**config.mk**
```make
export PLATFORM = sky130hd
export DESIGN_NAME = page_xlate
export DESIGN_NICKNAME = d
export VERILOG_FILES = /design/src/rtl/page_xlate_pkg.sv /design/src/rtl/map_store.sv /design/src/rtl/map_classify.sv /design/src/rtl/map_update.sv /design/src/rtl/page_xlate.sv
export SDC_FILE = /design/constraint.sdc
export NUM_CORES = 1
export LEC_CHECK = 0
export ABC_AREA = 1
export BUFFER_PORTS_ARGS = -buffer_cell sky130_fd_sc_hd__buf_2
export CAP_MARGIN = 15
export CELL_PAD_IN_SITES_DETAIL_PLACEMENT = 2
export CELL_PAD_IN_SITES_GLOBAL_PLACEMENT = 2
export CORE_ASPECT_RATIO = 0.7
export CORE_MARGIN = 4
export CORE_UTILIZATION = 44
export DETAILED_ROUTE_END_ITERATION = 8
export PLACE_DENSITY = 0.84
export SLEW_MARGIN = 20
export SYNTH_ARGS = -nofsm -noshare
export SYNTH_HDL_FRONTEND = slang
export SYNTH_SLANG_ARGS = --single-unit
```
**constraint.sdc**
```tcl
create_clock -name clk -period 7.53 [get_ports clk]
set_input_delay 0.753 -clock clk [delete_from_list [all_inputs] [get_ports clk]]
set_output_delay 0.753 -clock clk [all_outputs]
set_load 0.01 [all_outputs]
```
**src/rtl/page_xlate_pkg.sv**
```systemverilog
// Shared types for the page translation stage.
// Assumes the 2-bit kind and fault encodings are fixed by the interface.
package page_xlate_pkg;

    typedef enum logic [1:0] {
        KIND_READ  = 2'b00,
        KIND_WRITE = 2'b01,
        KIND_MAPRD = 2'b10,
        KIND_MAPWR = 2'b11
    } ref_kind_t;

    typedef enum logic [1:0] {
        FLT_NONE   = 2'b00,
        FLT_VACANT = 2'b01,
        FLT_WPROT  = 2'b10,
        FLT_PARITY = 2'b11
    } fault_t;

    // Entry bit positions below the real page number.
    localparam int BIT_USED = 3;
    localparam int BIT_MOD  = 2;
    localparam int BIT_LOCK = 1;
    localparam int BIT_PAR  = 0;
    localparam int META_W   = 4;

endpackage

```
**src/rtl/map_store.sv**
```systemverilog
// Page entry table: one register per virtual page, with a combinational
// read port and a single write port.
// Assumes at most one entry is rewritten per cycle; reset loads RST_ENTRY
// into every entry.
module map_store #(
    parameter int VPN_W = 6,
    parameter int ENT_W = 12,
    parameter logic [ENT_W-1:0] RST_ENTRY = '0
) (
    input  logic             clk,
    input  logic             rst_n,
    input  logic [VPN_W-1:0] rd_idx,
    output logic [ENT_W-1:0] rd_entry,
    input  logic             wr_en,
    input  logic [VPN_W-1:0] wr_idx,
    input  logic [ENT_W-1:0] wr_entry
);
    localparam int DEPTH = 1 << VPN_W;

    logic [ENT_W-1:0] cells [DEPTH];

    for (genvar g = 0; g < DEPTH; g++) begin : g_cell
        // Hold one entry; load it on reset or when addressed by the write port.
        always_ff @(posedge clk) begin
            if (!rst_n)
                cells[g] <= RST_ENTRY;
            else if (wr_en && (wr_idx == VPN_W'(g)))
                cells[g] <= wr_entry;
        end
    end

    // Present the addressed entry.
    assign rd_entry = cells[rd_idx];

endmodule

```
**src/rtl/map_classify.sv**
```systemverilog
// Fault classification for one reference against its entry.
// Assumes entry layout {rpn, used, modified, locked, parity} with even parity
// over the whole entry. Priority: parity error, then vacant, then write
// to a locked page. Map kinds never fault.
module map_classify
    import page_xlate_pkg::*;
#(
    parameter int ENT_W = 12
) (
    input  logic [ENT_W-1:0] entry,
    input  ref_kind_t        kind,
    output fault_t           fault
);
    logic par_bad;
    logic vacant;

    assign par_bad = ^entry;
    assign vacant  = entry[BIT_MOD] & entry[BIT_LOCK];

    // Pick the highest-priority fault for a data reference.
    always_comb begin
        fault = FLT_NONE;
        if (kind == KIND_READ || kind == KIND_WRITE) begin
            if (par_bad)
                fault = FLT_PARITY;
            else if (vacant)
                fault = FLT_VACANT;
            else if (kind == KIND_WRITE && entry[BIT_LOCK])
                fault = FLT_WPROT;
        end
    end

endmodule

```
**src/rtl/map_update.sv**
```systemverilog
// Next-value logic for the entry touched by a reference.
// Assumes the fault verdict for the same entry is already known; a faulting
// data reference and a map-read leave the entry as it is.
module map_update
    import page_xlate_pkg::*;
#(
    parameter int ENT_W = 12
) (
    input  logic [ENT_W-1:0] old_entry,
    input  ref_kind_t        kind,
    input  fault_t           fault,
    input  logic [ENT_W-1:0] mw_entry,
    output logic [ENT_W-1:0] new_entry,
    output logic             upd
);
    // Compute the replacement entry and whether it must be written.
    always_comb begin
        new_entry = old_entry;
        upd       = 1'b0;
        unique case (kind)
            KIND_MAPWR: begin
                new_entry = mw_entry;
                upd       = 1'b1;
            end
            KIND_READ, KIND_WRITE: begin
                if (fault == FLT_NONE) begin
                    new_entry[BIT_USED] = 1'b1;
                    if (kind == KIND_WRITE)
                        new_entry[BIT_MOD] = 1'b1;
                    new_entry[BIT_PAR] = ^new_entry[ENT_W-1:1];
                    upd = 1'b1;
                end
            end
            default: ;
        endcase
    end

endmodule

```
**src/rtl/page_xlate.sv**
```systemverilog
// Virtual-to-real translation stage with page status flags and map faults.
// One reference per cycle; its result, fault code and the pre-reference
// entry appear one cycle later. Assumes the offset bits need no translation.
module page_xlate
    import page_xlate_pkg::*;
#(
    parameter int VPN_W = 6,
    parameter int OFS_W = 4,
    parameter int RPN_W = 8
) (
    input  logic                   clk,
    input  logic                   rst_n,
    input  logic                   req_valid,
    input  logic [1:0]             req_kind,
    input  logic [VPN_W+OFS_W-1:0] req_vaddr,
    input  logic [RPN_W-1:0]       mw_rpn,
    input  logic [2:0]             mw_flags,
    input  logic                   mw_par,
    output logic                   out_valid,
    output logic [1:0]             out_kind,
    output logic [RPN_W+OFS_W-1:0] out_raddr,
    output logic [1:0]             out_fault,
    output logic                   out_abort,
    output logic                   out_wr_en,
    output logic [RPN_W-1:0]       out_rpn,
    output logic [2:0]             out_flags,
    output logic                   out_par
);
    localparam int ENT_W = RPN_W + META_W;
    // Vacant: modified and locked set; parity of two ones is 0.
    localparam logic [ENT_W-1:0] RST_ENTRY = {{RPN_W{1'b0}}, 4'b0110};

    ref_kind_t          kind;
    logic [VPN_W-1:0]   vpn;
    logic [OFS_W-1:0]   ofs;
    logic [ENT_W-1:0]   cur_entry;
    logic [ENT_W-1:0]   mw_entry;
    logic [ENT_W-1:0]   nxt_entry;
    logic               upd;
    fault_t             fault;

    assign kind     = ref_kind_t'(req_kind);
    assign vpn      = req_vaddr[VPN_W+OFS_W-1:OFS_W];
    assign ofs      = req_vaddr[OFS_W-1:0];
    assign mw_entry = {mw_rpn, mw_flags, mw_par};

    map_store #(
        .VPN_W     (VPN_W),
        .ENT_W     (ENT_W),
        .RST_ENTRY (RST_ENTRY)
    ) u_store (
        .clk      (clk),
        .rst_n    (rst_n),
        .rd_idx   (vpn),
        .rd_entry (cur_entry),
        .wr_en    (req_valid & upd),
        .wr_idx   (vpn),
        .wr_entry (nxt_entry)
    );

    map_classify #(.ENT_W(ENT_W)) u_classify (
        .entry (cur_entry),
        .kind  (kind),
        .fault (fault)
    );

    map_update #(.ENT_W(ENT_W)) u_update (
        .old_entry (cur_entry),
        .kind      (kind),
        .fault     (fault),
        .mw_entry  (mw_entry),
        .new_entry (nxt_entry),
        .upd       (upd)
    );

    // Register the result of this cycle's reference for the next stage.
    always_ff @(posedge clk) begin
        if (!rst_n) begin
            out_valid <= 1'b0;
            out_kind  <= 2'b00;
            out_raddr <= '0;
            out_fault <= 2'b00;
            out_abort <= 1'b0;
            out_wr_en <= 1'b0;
            out_rpn   <= '0;
            out_flags <= 3'b000;
            out_par   <= 1'b0;
        end else begin
            out_valid <= req_valid;
            out_abort <= req_valid && (fault != FLT_NONE);
            out_wr_en <= req_valid && (kind == KIND_WRITE) && (fault == FLT_NONE);
            if (req_valid) begin
                out_kind  <= req_kind;
                out_raddr <= {cur_entry[ENT_W-1:META_W], ofs};
                out_fault <= fault;
                out_rpn   <= cur_entry[ENT_W-1:META_W];
                out_flags <= cur_entry[BIT_USED:BIT_LOCK];
                out_par   <= cur_entry[BIT_PAR];
            end
        end
    end

endmodule

```
# Word level (Yosys, flattened, before mapping)
# Memory sizes are Yosys's and may differ from the RTL's.
# Cells that the tools add are included.
dict set report word_totals {
  n_memories 1
  in_bits 27
  reg_bits 31
  mem_bits_rw 768
}
dict set report op_classes {
  n_reduce_logical 76
  n_bitwise 66
  n_eq_ne 65
  muxes 272
}
# name depth width rd rd_ports_with_merged_regs write_ports line
set memory_table {}
lappend memory_table {u_store.cells 64 12 1 0 64 map_store.sv:20} ;# logic [ENT_W-1:0] cells [DEPTH];
# cell count
set op_table {}
lappend op_table {{12-bit 2-to-1 mux} 64}
lappend op_table {{1-bit 2-to-1 mux} 199}
lappend op_table {{6-bit == test (second input constant)} 32}
lappend op_table {{6-bit by 5-bit == test with 1-bit output (second input constant)} 16}
lappend op_table {{1-bit logical AND} 68}
lappend op_table {{1-bit bitwise OR} 64}
lappend op_table {{6-bit by 4-bit == test with 1-bit output (second input constant)} 8}
lappend op_table {{6-bit by 3-bit == test with 1-bit output (second input constant)} 4}
lappend op_table {{6-bit by 2-bit == test with 1-bit output (second input constant)} 2}
lappend op_table {{12-bit XOR reduction} 1}
lappend op_table {{11-bit XOR reduction} 1}
lappend op_table {{2-bit 2-to-1 mux} 5}
lappend op_table {{8-bit 2-to-1 mux} 1}
lappend op_table {{6-bit by 1-bit == test with 1-bit output (second input constant)} 1}
lappend op_table {{6-bit logical NOT} 1}
lappend op_table {{2-bit logical NOT} 2}
lappend op_table {{1-bit case mux with 2 select lines} 2}
lappend op_table {{2-bit case mux with 2 select lines} 1}
lappend op_table {{1-bit AND} 2}
lappend op_table {{2-bit by 1-bit == test with 1-bit output (second input constant)} 1}
lappend op_table {{2-bit == test (second input constant)} 1}
lappend op_table {{2-bit nonzero test} 1}
lappend op_table {{2-bit OR reduction} 1}
lappend op_table {{1-bit logical OR} 1}

# Logic depth before layout (Yosys ltp)
# Gate-level depths: netlist of the first run.
dict set report depth {
  ltp_word 15
  depth_mapped 30
  depth_no_buf 26
}

# Hierarchy
# Synthesis of the first run repeated with hierarchy kept, for this count alone.
dict set report hier_totals {
  hier_cells 3963
  area_unflattened_um2 36706.5
}
# module instances cells_each area_per_inst_um2 seq_area_each_um2
set modules_own_cells {}
lappend modules_own_cells {map_store 1 3709 35227.5 23062.1}
lappend modules_own_cells {page_xlate 1 108 854.6 460.4}
lappend modules_own_cells {map_update 1 84 359.1 0.0}
lappend modules_own_cells {map_classify 1 62 265.3 0.0}

# Least setup slack after synthesis of the first run
# OpenSTA, ideal clock, no wires.
dict set report synth_path {
  path_kind {input port to flip-flop}
  from {input port req_vaddr[5]}
  to {memory u_store.cells[16][0], enable pin}
  path_stages 26
  path_slack_ns 3.178
  path_buffers 5
  required_time_ns 7.132
  arrival_time_ns 3.955
  cell_sequence {buf_4 > inv_2 > nor2_4 > buf_6 > buf_2 > nand2_1 > nand3_1 > nand2_1 > nand2_1 > o21ai_0 > nand2_1 > nor2_2 > nand2_1 > nand2_1 > nand2_1 > nand2_1 > nand2_1 > nand3_1 > nand3_1 > nand2_2 > nand2_2 > nor2_4 > buf_6 > nand2_1 > buf_2 > o21ai_0}
}
# element line
set synth_rtl {}
lappend synth_rtl {{start, declared} page_xlate.sv:15} ;# input logic [VPN_W+OFS_W-1:0] req_vaddr,
lappend synth_rtl {{end, declared} map_store.sv:20}

==> results of run 1 <==
[power groups by stage]
stage / Combinational [W] / Clock [W] / Sequential [W]
CTS: 0.00136 / 0.00420 / 0.00501
finish: 0.00141 / 0.00418 / 0.00501
detailed placement: 0.00134 / 0 / 0.00510
global placement: 0.00129 / 0 / 0.00509
global route: 0.00146 / 0.00438 / 0.00502
floorplan: 0.000728 / 0 / 0.00508
[flip-flops by register name, indices dropped and copies added (netlist names)]
| register | cells |
|---|---|
| out_abort | 1 |
| out_kind | 2 |
| out_rpn | 1 |
| out_flags | 3 |
| out_valid | 1 |
| out_raddr | 11 |
| out_par | 1 |
| u_store.cells | 768 |
| out_fault | 2 |
| out_wr_en | 1 |
[cell usage after synthesis (9+ instances only)]
cell type	number
inv_1	86
nand2_1	1659
a22oi_1	33
nand3_2	45
nand3_1	145
o21ai_1	30
buf_1	12
nand4_1	53
o21ai_0	88
nor2_1	839
edfxtp_1	768
buf_4	9
buf_2	131
dfxtp_1	23
buf_6	19
clkbuf_1	121
a21oi_1	22
[metal layers]
metal	share of wire [%]	routed length, um
met2	46	74500
met5	0.016	26
met4	3.1	4930
met3	8.6	13800
met1	42	66900
[worst min-delay path, cell delays in order]
cell,delay (ns)
buf_2,0.08
nand2_1,0.04
nand2_1,0.05
[per-stage QoR]
stage / util, % / power [W]
4_1_cts: 49.0 / 0.0106
3_5_place_dp: 45.9 / 0.00644
6_report: 49.0 / 0.0106
3_3_place_gp: 45.8 / 0.00638
2_1_floorplan: - / 0.00581
5_1_grt: 49.0 / 0.0109
[final cells by class]
cell class	count	area (sq um)	share of cell area, %
flip-flops and latches	791	23500	57.0
multi-input cells	2936	12100	29.4
clock buffers	100	2170	5.27
well taps	1137	1420	3.45
repair buffers	145	1190	2.88
clock inverters	48	434	1.05
inverters	91	353	0.856
diodes	1	2.50	0.00607
[worst min-delay path by stage]
stage | from | end | slack (ns)
after global routing | req_vaddr[2] | out_raddr[2] | 0.30
final | req_vaddr[1] | out_raddr[1] | 0.30
after floorplan | out_raddr[0] | out_raddr[0] | 0.49
after detailed placement | out_raddr[0] | out_raddr[0] | 0.48
after CTS | req_vaddr[1] | out_raddr[1] | 0.27
after global placement | out_raddr[1] | out_raddr[1] | 0.46
[cell families (layout without fill, tap and decap cells)]
family,Yosys count,count (layout)
and+or+nand+nor,2757,2757
buffers and inverters,383,384
xor gates and xnor gates,4,4
AOI/OAI and AO/OA,175,175
DFF,791,791
other,0,1
==> metrics.txt, run 1 <==
# TYPE chip_impl_metric gauge
chip_impl_info{name="cp_common_cell",value="nand2_1"} 1
chip_impl_metric{name="cts_hold_repair_buffers",unit=""} 0
chip_impl_metric{name="final_max_slew_viol_count",unit=""} 0
chip_impl_metric{name="final.setup_skew",unit="ns"} 0.0355
chip_impl_metric{name="vias_per_cell",unit=""} 6.03
chip_impl_metric{name="use_met3",unit="%"} 6.80
chip_impl_metric{name="final_area",unit="sq um"} 41200
chip_impl_metric{name="arrival",unit="ns"} 6.43
chip_impl_metric{name="drtAntennaViolNets",unit=""} 0
chip_impl_info{name="grt_most_used_layer",value="met2"} 1
chip_impl_metric{name="cp_data_required_time",unit="ns"} 7.89
chip_impl_metric{name="fp.dieArea",unit="sq um"} 89600
chip_impl_metric{name="async_flop_share",unit="%"} 0
chip_impl_metric{name="p_int",unit="W"} 0.00751
chip_impl_metric{name="nFillCells",unit=""} 8921
chip_impl_info{name="worstReg2RegStart",value="u_store.cells[18][7]"} 1
chip_impl_metric{name="cts-buffers-inserted",unit=""} 80
chip_impl_info{name="clock-root-buffer",value="clkbuf_16"} 1
chip_impl_metric{name="placement.cell_area",unit="sq um"} 38600
chip_impl_metric{name="post-route-worst-setup-slack",unit="ns"} 1.46
chip_impl_metric{name="floorplan.initialDensity",unit="%"} 44.3
chip_impl_metric{name="num_rows",unit=""} 89
chip_impl_info{name="synth.largest_area_cell",value="edfxtp_1"} 1
chip_impl_metric{name="syn_area_per_cell",unit="sq um"} 9.08
chip_impl_info{name="grt_setup_unrepaired",value="false"} 1
chip_impl_metric{name="cts_setup_buffers",unit=""} 0
chip_impl_metric{name="detail_route.wl_per_cell",unit="um"} 30.5
chip_impl_metric{name="finalNonFillerCells",unit=""} 5249
chip_impl_metric{name="synth_simple_gate_area_share",unit="%"} 29.5
chip_impl_metric{name="globalplace.congestion",unit=""} 0.886
chip_impl_metric{name="logic_gate_share_of_total_power",unit="%"} 13.3
chip_impl_info{name="hold_path_class",value="in -> reg"} 1
chip_impl_metric{name="fin_crit_sh",unit="%"} 80.6
chip_impl_metric{name="post_synth_instance_area",unit="sq um"} 37300
chip_impl_metric{name="placement.setup.worst_slack",unit="ns"} 1.25
chip_impl_metric{name="min_delay_path_depth",unit=""} 3
chip_impl_metric{name="sequential_group_share_of_total_power",unit="%"} 47.3
chip_impl_info{name="worstSetupStartpoint",value="req_vaddr[6]"} 1
chip_impl_metric{name="pin_count_of_the_biggest_net_entering_global_routing",unit=""} 85
chip_impl_metric{name="cts_buffer_depth",unit=""} 3
chip_impl_info{name="worstPathCellList",value="buf_2 > inv_1 > nand2_1 > inv_1 > buf_4 > nand2_1 > nand2_1 > o21ai_0 > nand2_1 > nor2_1 > nand2_1 > nand2_1 > nand2_1 > nand2_1 > nand2_1 > nand3_1 > nand3_1 > nand2_2 > nand2_2 > nor2_4 > buf_4 > nand3_1 > inv_1 > nand2_1"} 1
chip_impl_metric{name="core_box_area",unit="sq um"} 84200
chip_impl_metric{name="final_layout_size_suffix_gt1_share",unit="%"} 8.25
chip_impl_metric{name="global_route.usage.total",unit="%"} 35.3
chip_impl_metric{name="drt_wl_total",unit="mm"} 160
chip_impl_metric{name="mappedNetlistNets",unit=""} 4137
chip_impl_metric{name="post-synth-top-area-fraction",unit="%"} 61.8
chip_impl_metric{name="yosys_warnings",unit=""} 0
chip_impl_metric{name="post_synth_inst_count",unit=""} 4110
chip_impl_metric{name="p_sw",unit="W"} 0.00310
chip_impl_metric{name="critPathMaxFanout",unit=""} 25
chip_impl_info{name="crit_family",value="simple AND/OR/NAND/NOR gates"} 1
chip_impl_metric{name="power.share.clock",unit="%"} 39.4
chip_impl_info{name="critical_path.endpoint",value="u_store.cells[60][1]"} 1
chip_impl_metric{name="finalSetupViolCount",unit=""} 0
chip_impl_metric{name="tns",unit="ns"} 0
chip_impl_metric{name="grt_antenna_before_repair",unit=""} 4
chip_impl_metric{name="synth-compound-area-share",unit="%"} 2.61
chip_impl_metric{name="r2r_setup_slack",unit="ns"} 2.18
chip_impl_metric{name="die_w",unit="um"} 356
chip_impl_metric{name="grt_pass1_vias",unit=""} 33600
chip_impl_info{name="synth.area.top_cells",value="edfxtp_1 (62%), nand2_1 (17%), nor2_1 (8.4%)"} 1
chip_impl_info{name="endpoint_kind",value="flip-flop"} 1
chip_impl_metric{name="dp.cells",unit=""} 5099
chip_impl_metric{name="cellPowerDensity",unit="nW/um^2"} 257
chip_impl_metric{name="cap_viol_max_count",unit=""} 0
chip_impl_metric{name="pin_count",unit=""} 58
chip_impl_metric{name="clock_sinks",unit=""} 791
chip_impl_metric{name="synth_cell_types",unit=""} 27
chip_impl_info{name="mostFrequentLayoutCells",value="nand2_1 (1659), nor2_1 (837), edfxtp_1 (768), nand3_1 (145), inv_1 (86)"} 1
chip_impl_metric{name="postSynthRegisterBits",unit=""} 791
chip_impl_info{name="cts_tree",value="yes"} 1
chip_impl_info{name="startpoint_type",value="primary input"} 1
chip_impl_metric{name="placement.io_buffers",unit=""} 57
chip_impl_metric{name="first_pass_grt_wire_length",unit="mm"} 233
chip_impl_metric{name="ctsHtreeMaxLevel",unit=""} 3
chip_impl_metric{name="yosysSeqAreaShare",unit="%"} 63.0
chip_impl_metric{name="hold_ws",unit="ns"} 0.296
chip_impl_metric{name="clk_lat_worst_skew",unit="ns"} 0.67
chip_impl_metric{name="finalCriticalPeriod",unit="ns"} 6.07
chip_impl_metric{name="drc_errors",unit=""} 0
chip_impl_metric{name="via_count",unit=""} 31600
chip_impl_metric{name="synth_xor_xnor_area_share",unit="%"} 0.0939
chip_impl_info{name="critPathKind",value="in -> reg"} 1
chip_impl_metric{name="area_growth_syn_to_layout",unit="%"} 10.5
chip_impl_metric{name="clkTransAtPathRegs",unit="ns"} 0.07
chip_impl_metric{name="power.leakage",unit="nW"} 16.5
chip_impl_metric{name="timing.final.hold_violations",unit=""} 0
chip_impl_metric{name="drt_iter0_markers",unit=""} 3698
chip_impl_metric{name="synth-adder-area-share",unit="%"} 0
chip_impl_metric{name="chipHeight",unit="um"} 252
chip_impl_info{name="synth_top_family_by_area",value="simple AND/OR/NAND/NOR gates"} 1
chip_impl_metric{name="dp.final_hpwl",unit="mm"} 100
chip_impl_metric{name="fin_nets",unit=""} 4072
chip_impl_info{name="status",value="finished clean"} 1
chip_impl_metric{name="fmaxAchievable",unit="GHz"} 0.165
chip_impl_info{name="most_instantiated_flip_flop_cell_in_the_synthesis_netlist",value="edfxtp_1"} 1
chip_impl_metric{name="max_stage_delay",unit="ns"} 0.68
chip_impl_metric{name="r2r_cells",unit=""} 23
chip_impl_metric{name="worst-slew-pin-transition",unit="ns"} 1.19
chip_impl_metric{name="synth_mux_area_share",unit="%"} 0
chip_impl_info{name="critical_path_top_delay_cell",value="nand3_1"} 1
chip_impl_info{name="layout.cells.most_common",value="nand2_1"} 1
chip_impl_metric{name="synth-edff-count",unit=""} 768
chip_impl_metric{name="worstSetupPathDepth",unit=""} 24
chip_impl_metric{name="power.switching_fraction",unit="%"} 29.2
chip_impl_metric{name="use_met2",unit="%"} 57.1
chip_impl_metric{name="timing.slew.headroom",unit="%"} 20.6
chip_impl_metric{name="overflow",unit=""} 0
chip_impl_metric{name="ir_worst_vdd",unit="mV"} 0.194
chip_impl_metric{name="cts_resized",unit=""} 0
chip_impl_metric{name="worstPathBufferInverterCount",unit=""} 6
chip_impl_metric{name="grt_met1_use",unit="%"} 48.6
chip_impl_metric{name="drt-pass1-iter-count",unit=""} 6
chip_impl_info{name="crit-reg2reg-capture",value="u_store.cells[60][1]"} 1
(Power assumes the default switching activity.)
==> run 2: changes to the inputs <==
- ABC_AREA: 1 -> 0
- CORE_UTILIZATION: 44 -> 46
- PLACE_DENSITY: 0.84 -> 0.78
- clock period: 7.53 -> 6.3 ns (I/O delays scaled with it)
==> run 2 against run 1 <==
Against the previous run:
- die area decreased by 5.5%
- critical path depth down 9
- clock power grew 15%
- highest routed layer unchanged
- global-route usage rose by 0.74 points
==> metrics.txt, run 2 <==
# TYPE chip_impl_metric gauge
chip_impl_info{name="status",value="finished clean"} 1
chip_impl_info{name="crit-reg2reg-capture",value="u_store.cells[29][1]"} 1
chip_impl_metric{name="worst-slew-pin-transition",unit="ns"} 1.21
chip_impl_info{name="cts_tree",value="yes"} 1
chip_impl_metric{name="die_w",unit="um"} 346
chip_impl_metric{name="cts_hold_repair_buffers",unit=""} 0
chip_impl_metric{name="drc_errors",unit=""} 0
chip_impl_info{name="grt_setup_unrepaired",value="false"} 1
chip_impl_metric{name="drt_iter0_markers",unit=""} 4551
chip_impl_metric{name="async_flop_share",unit="%"} 0
chip_impl_info{name="clock-root-buffer",value="clkbuf_16"} 1
chip_impl_metric{name="mappedNetlistNets",unit=""} 2667
chip_impl_metric{name="ir_worst_vdd",unit="mV"} 0.213
chip_impl_metric{name="yosysSeqAreaShare",unit="%"} 63.9
chip_impl_metric{name="synth-edff-count",unit=""} 768
chip_impl_info{name="yosys.cell_count.top_type",value="edfxtp_1"} 1
chip_impl_metric{name="cts_buffer_depth",unit=""} 3
chip_impl_metric{name="cap_viol_max_count",unit=""} 0
chip_impl_metric{name="drt-pass1-iter-count",unit=""} 5
chip_impl_metric{name="fmaxAchievable",unit="GHz"} 0.185
chip_impl_metric{name="largest_register_ff_count",unit=""} 768
chip_impl_metric{name="drtAntennaViolNets",unit=""} 0
chip_impl_info{name="critPathKind",value="in -> reg"} 1
chip_impl_metric{name="ctsHtreeMaxLevel",unit=""} 3
chip_impl_metric{name="fp.dieArea",unit="sq um"} 84700
chip_impl_metric{name="first_pass_grt_wire_length",unit="mm"} 218
chip_impl_metric{name="clkTransAtPathRegs",unit="ns"} 0.06
chip_impl_info{name="mostFrequentLayoutCells",value="edfxtp_1 (768), nor3_1 (589), nand2_1 (244), buf_4 (209), mux4_2 (204)"} 1
chip_impl_metric{name="area_growth_syn_to_layout",unit="%"} 14.3
chip_impl_metric{name="final_layout_size_suffix_gt1_share",unit="%"} 26.4
chip_impl_metric{name="cp_data_required_time",unit="ns"} 6.69
chip_impl_metric{name="pin_count_of_the_biggest_net_entering_global_routing",unit=""} 77
chip_impl_metric{name="cellPowerDensity",unit="nW/um^2"} 329
chip_impl_info{name="hold_start",value="req_vaddr[2]"} 1
chip_impl_metric{name="timing.final.hold_violations",unit=""} 0
chip_impl_metric{name="grt_antenna_before_repair",unit=""} 14
chip_impl_metric{name="overflow",unit=""} 0
chip_impl_metric{name="post-route-worst-setup-slack",unit="ns"} 0.899
chip_impl_metric{name="r2r_setup_slack",unit="ns"} 1.29
chip_impl_info{name="synth.largest_area_cell",value="edfxtp_1"} 1
chip_impl_metric{name="final_max_slew_viol_count",unit=""} 0
chip_impl_metric{name="grt_pass1_vias",unit=""} 27400
chip_impl_info{name="min_to",value="out_raddr[2]"} 1
chip_impl_metric{name="min_delay_path_depth",unit=""} 3
chip_impl_metric{name="finalCriticalPeriod",unit="ns"} 5.40
chip_impl_info{name="layout.cells.most_common",value="edfxtp_1"} 1
chip_impl_info{name="startpoint_type",value="primary input"} 1
chip_impl_info{name="worstReg2RegStart",value="u_store.cells[42][8]"} 1
chip_impl_metric{name="timing.slew.headroom",unit="%"} 19.2
chip_impl_metric{name="pin_count",unit=""} 58
chip_impl_metric{name="core_box_area",unit="sq um"} 79000
chip_impl_metric{name="drt_wl_total",unit="mm"} 154
chip_impl_info{name="reg_top3",value="u_store.cells (768), out_raddr (11), out_flags (3)"} 1
chip_impl_metric{name="chipHeight",unit="um"} 245
chip_impl_metric{name="fin_crit_sh",unit="%"} 85.7
chip_impl_metric{name="post_synth_inst_count",unit=""} 2640
chip_impl_metric{name="global_route.usage.total",unit="%"} 36.1
chip_impl_metric{name="detail_route.wl_per_cell",unit="um"} 40.3
chip_impl_metric{name="fin_nets",unit=""} 2715
chip_impl_metric{name="placement.io_buffers",unit=""} 57
chip_impl_info{name="synth.area.top_cells",value="edfxtp_1 (63%), mux4_2 (12%), nor3_1 (8.1%)"} 1
chip_impl_metric{name="syn_area_per_cell",unit="sq um"} 13.9
chip_impl_metric{name="globalplace.congestion",unit=""} 1.01
chip_impl_info{name="most_instantiated_flip_flop_cell_in_the_synthesis_netlist",value="edfxtp_1"} 1
chip_impl_metric{name="cts_resized",unit=""} 0
chip_impl_metric{name="critPathMaxFanout",unit=""} 38
chip_impl_metric{name="tns",unit="ns"} 0
chip_impl_metric{name="num_rows",unit=""} 86
chip_impl_metric{name="postSynthRegisterBits",unit=""} 791
chip_impl_metric{name="clock_sinks",unit=""} 791
chip_impl_metric{name="clk_lat_worst_skew",unit="ns"} 0.67
chip_impl_info{name="endpoint_kind",value="flip-flop"} 1
chip_impl_metric{name="via_count",unit=""} 27000
chip_impl_metric{name="placement.setup.worst_slack",unit="ns"} 0.294
chip_impl_metric{name="finalSetupViolCount",unit=""} 0
chip_impl_metric{name="yosys_warnings",unit=""} 0
chip_impl_metric{name="power.leakage",unit="nW"} 12.9
chip_impl_metric{name="post-synth-top-area-fraction",unit="%"} 62.7
chip_impl_metric{name="r2r_cells",unit=""} 12
chip_impl_info{name="largest-register",value="u_store.cells"} 1
chip_impl_metric{name="arrival",unit="ns"} 5.80
chip_impl_metric{name="cts_setup_buffers",unit=""} 0
chip_impl_metric{name="final_core_utilization",unit="%"} 53.2
chip_impl_info{name="yosys-top-cells-count",value="edfxtp_1 (768), nor3_1 (595), nand2_1 (246)"} 1
chip_impl_metric{name="dp.final_hpwl",unit="mm"} 104
chip_impl_metric{name="floorplan.initialDensity",unit="%"} 46.6
chip_impl_metric{name="cts-buffers-inserted",unit=""} 81
chip_impl_info{name="hold_path_class",value="in -> reg"} 1
chip_impl_metric{name="final.setup_skew",unit="ns"} 0.0287
chip_impl_metric{name="vias_per_cell",unit=""} 7.10
chip_impl_metric{name="synth_cell_types",unit=""} 41
chip_impl_metric{name="post_synth_instance_area",unit="sq um"} 36800
run 2: cell count changes after synthesis, sizes merged, moves of 85 or more:
cell and delta:
nor3 +615, nor2 -802, nand2 -1417, inv -85, mux4 +204, o21ai -112, nand3 -184
run 2: final cells by class:
cell class / instances / area (sq um)
antenna: 5 / 12.5
clock buffer: 111 / 2290
clock inverter: 31 / 223
fill: 7177 / 36900
inverter: 6 / 22.5
multi-input combinational: 1515 / 12200
sequential: 791 / 23500
tap: 1056 / 1320
timing repair buffer: 293 / 2440
run 2: how the worst max path moves through the flow:
stage | startpoint | endpoint | slack [ns] | cells after the start
finish | req_vaddr[4] | u_store.cells[37][9] | 0.90 | 15
floorplan | req_vaddr[5] | u_store.cells[0][0] | 0.97 | 16
detailed placement | req_vaddr[4] | u_store.cells[37][9] | 0.29 | 15
CTS | req_vaddr[4] | u_store.cells[37][9] | 0.94 | 15
global placement | req_vaddr[4] | u_store.cells[37][6] | 0.38 | 15
global route | req_vaddr[4] | u_store.cells[37][9] | 0.70 | 15
run 2: critical path: stages:
cell and delay (ns):
buf_8 0.39, buf_12 0.31, buf_4 0.34, mux4_2 0.61
a22oi_1 0.26, a21oi_1 0.10, or4_1 0.74, xnor2_1 0.24
xnor2_1 0.30, xnor3_1 0.45, a21oi_4 0.30, buf_12 0.22
buf_4 0.35, o31ai_2 0.14, buf_4 0.28
run 2: cells by family (layout without fill, tap and decap cells):
group | count (synthesis) | after routing | share of synthesized area [%]
and+or+nand+nor | 1091 | 1091 | 14.8
DFF | 791 | 791 | 63.9
buffers and inverters | 334 | 441 | 4.25
muxes | 226 | 226 | 13.1
AOI/OAI and AO/OA | 188 | 188 | 3.58
xor gates and xnor gates | 10 | 10 | 0.313
other | 0 | 5 | 0
run 2: power by group:
part / total [W] / switching [W] / internal (W)
clock network: 0.00479 / 0.00213 / 0.00266
logic: 0.00304 / 0.00223 / 0.000810
registers: 0.00600 / 0.0000766 / 0.00593
run 2: metrics by stage:
step | hold slack [ns] | total power (W) | cells | cell area (sq um)
2_1_floorplan | 0.538 | 0.00774 | 2640 | 36800
3_3_place_gp | 0.489 | 0.00887 | 3660 | 39500
3_5_place_dp | 0.511 | 0.00903 | 3661 | 39500
4_1_cts | 0.231 | 0.0138 | 3803 | 42000
5_1_grt | 0.255 | 0.0142 | 3804 | 42000
6_report | 0.253 | 0.0138 | 3808 | 42100
run 2: metal layers:
| layer | share of wire, % | routed length (um) | GRT usage, % |
|---|---|---|---|
| met4 | 3.6 | 5460 | 11.2 |
| met5 | 0.035 | 53 | 0 |
| met1 | 39 | 60400 | 51.2 |
| met2 | 45 | 68700 | 54.4 |
| met3 | 12 | 18900 | 10.1 |
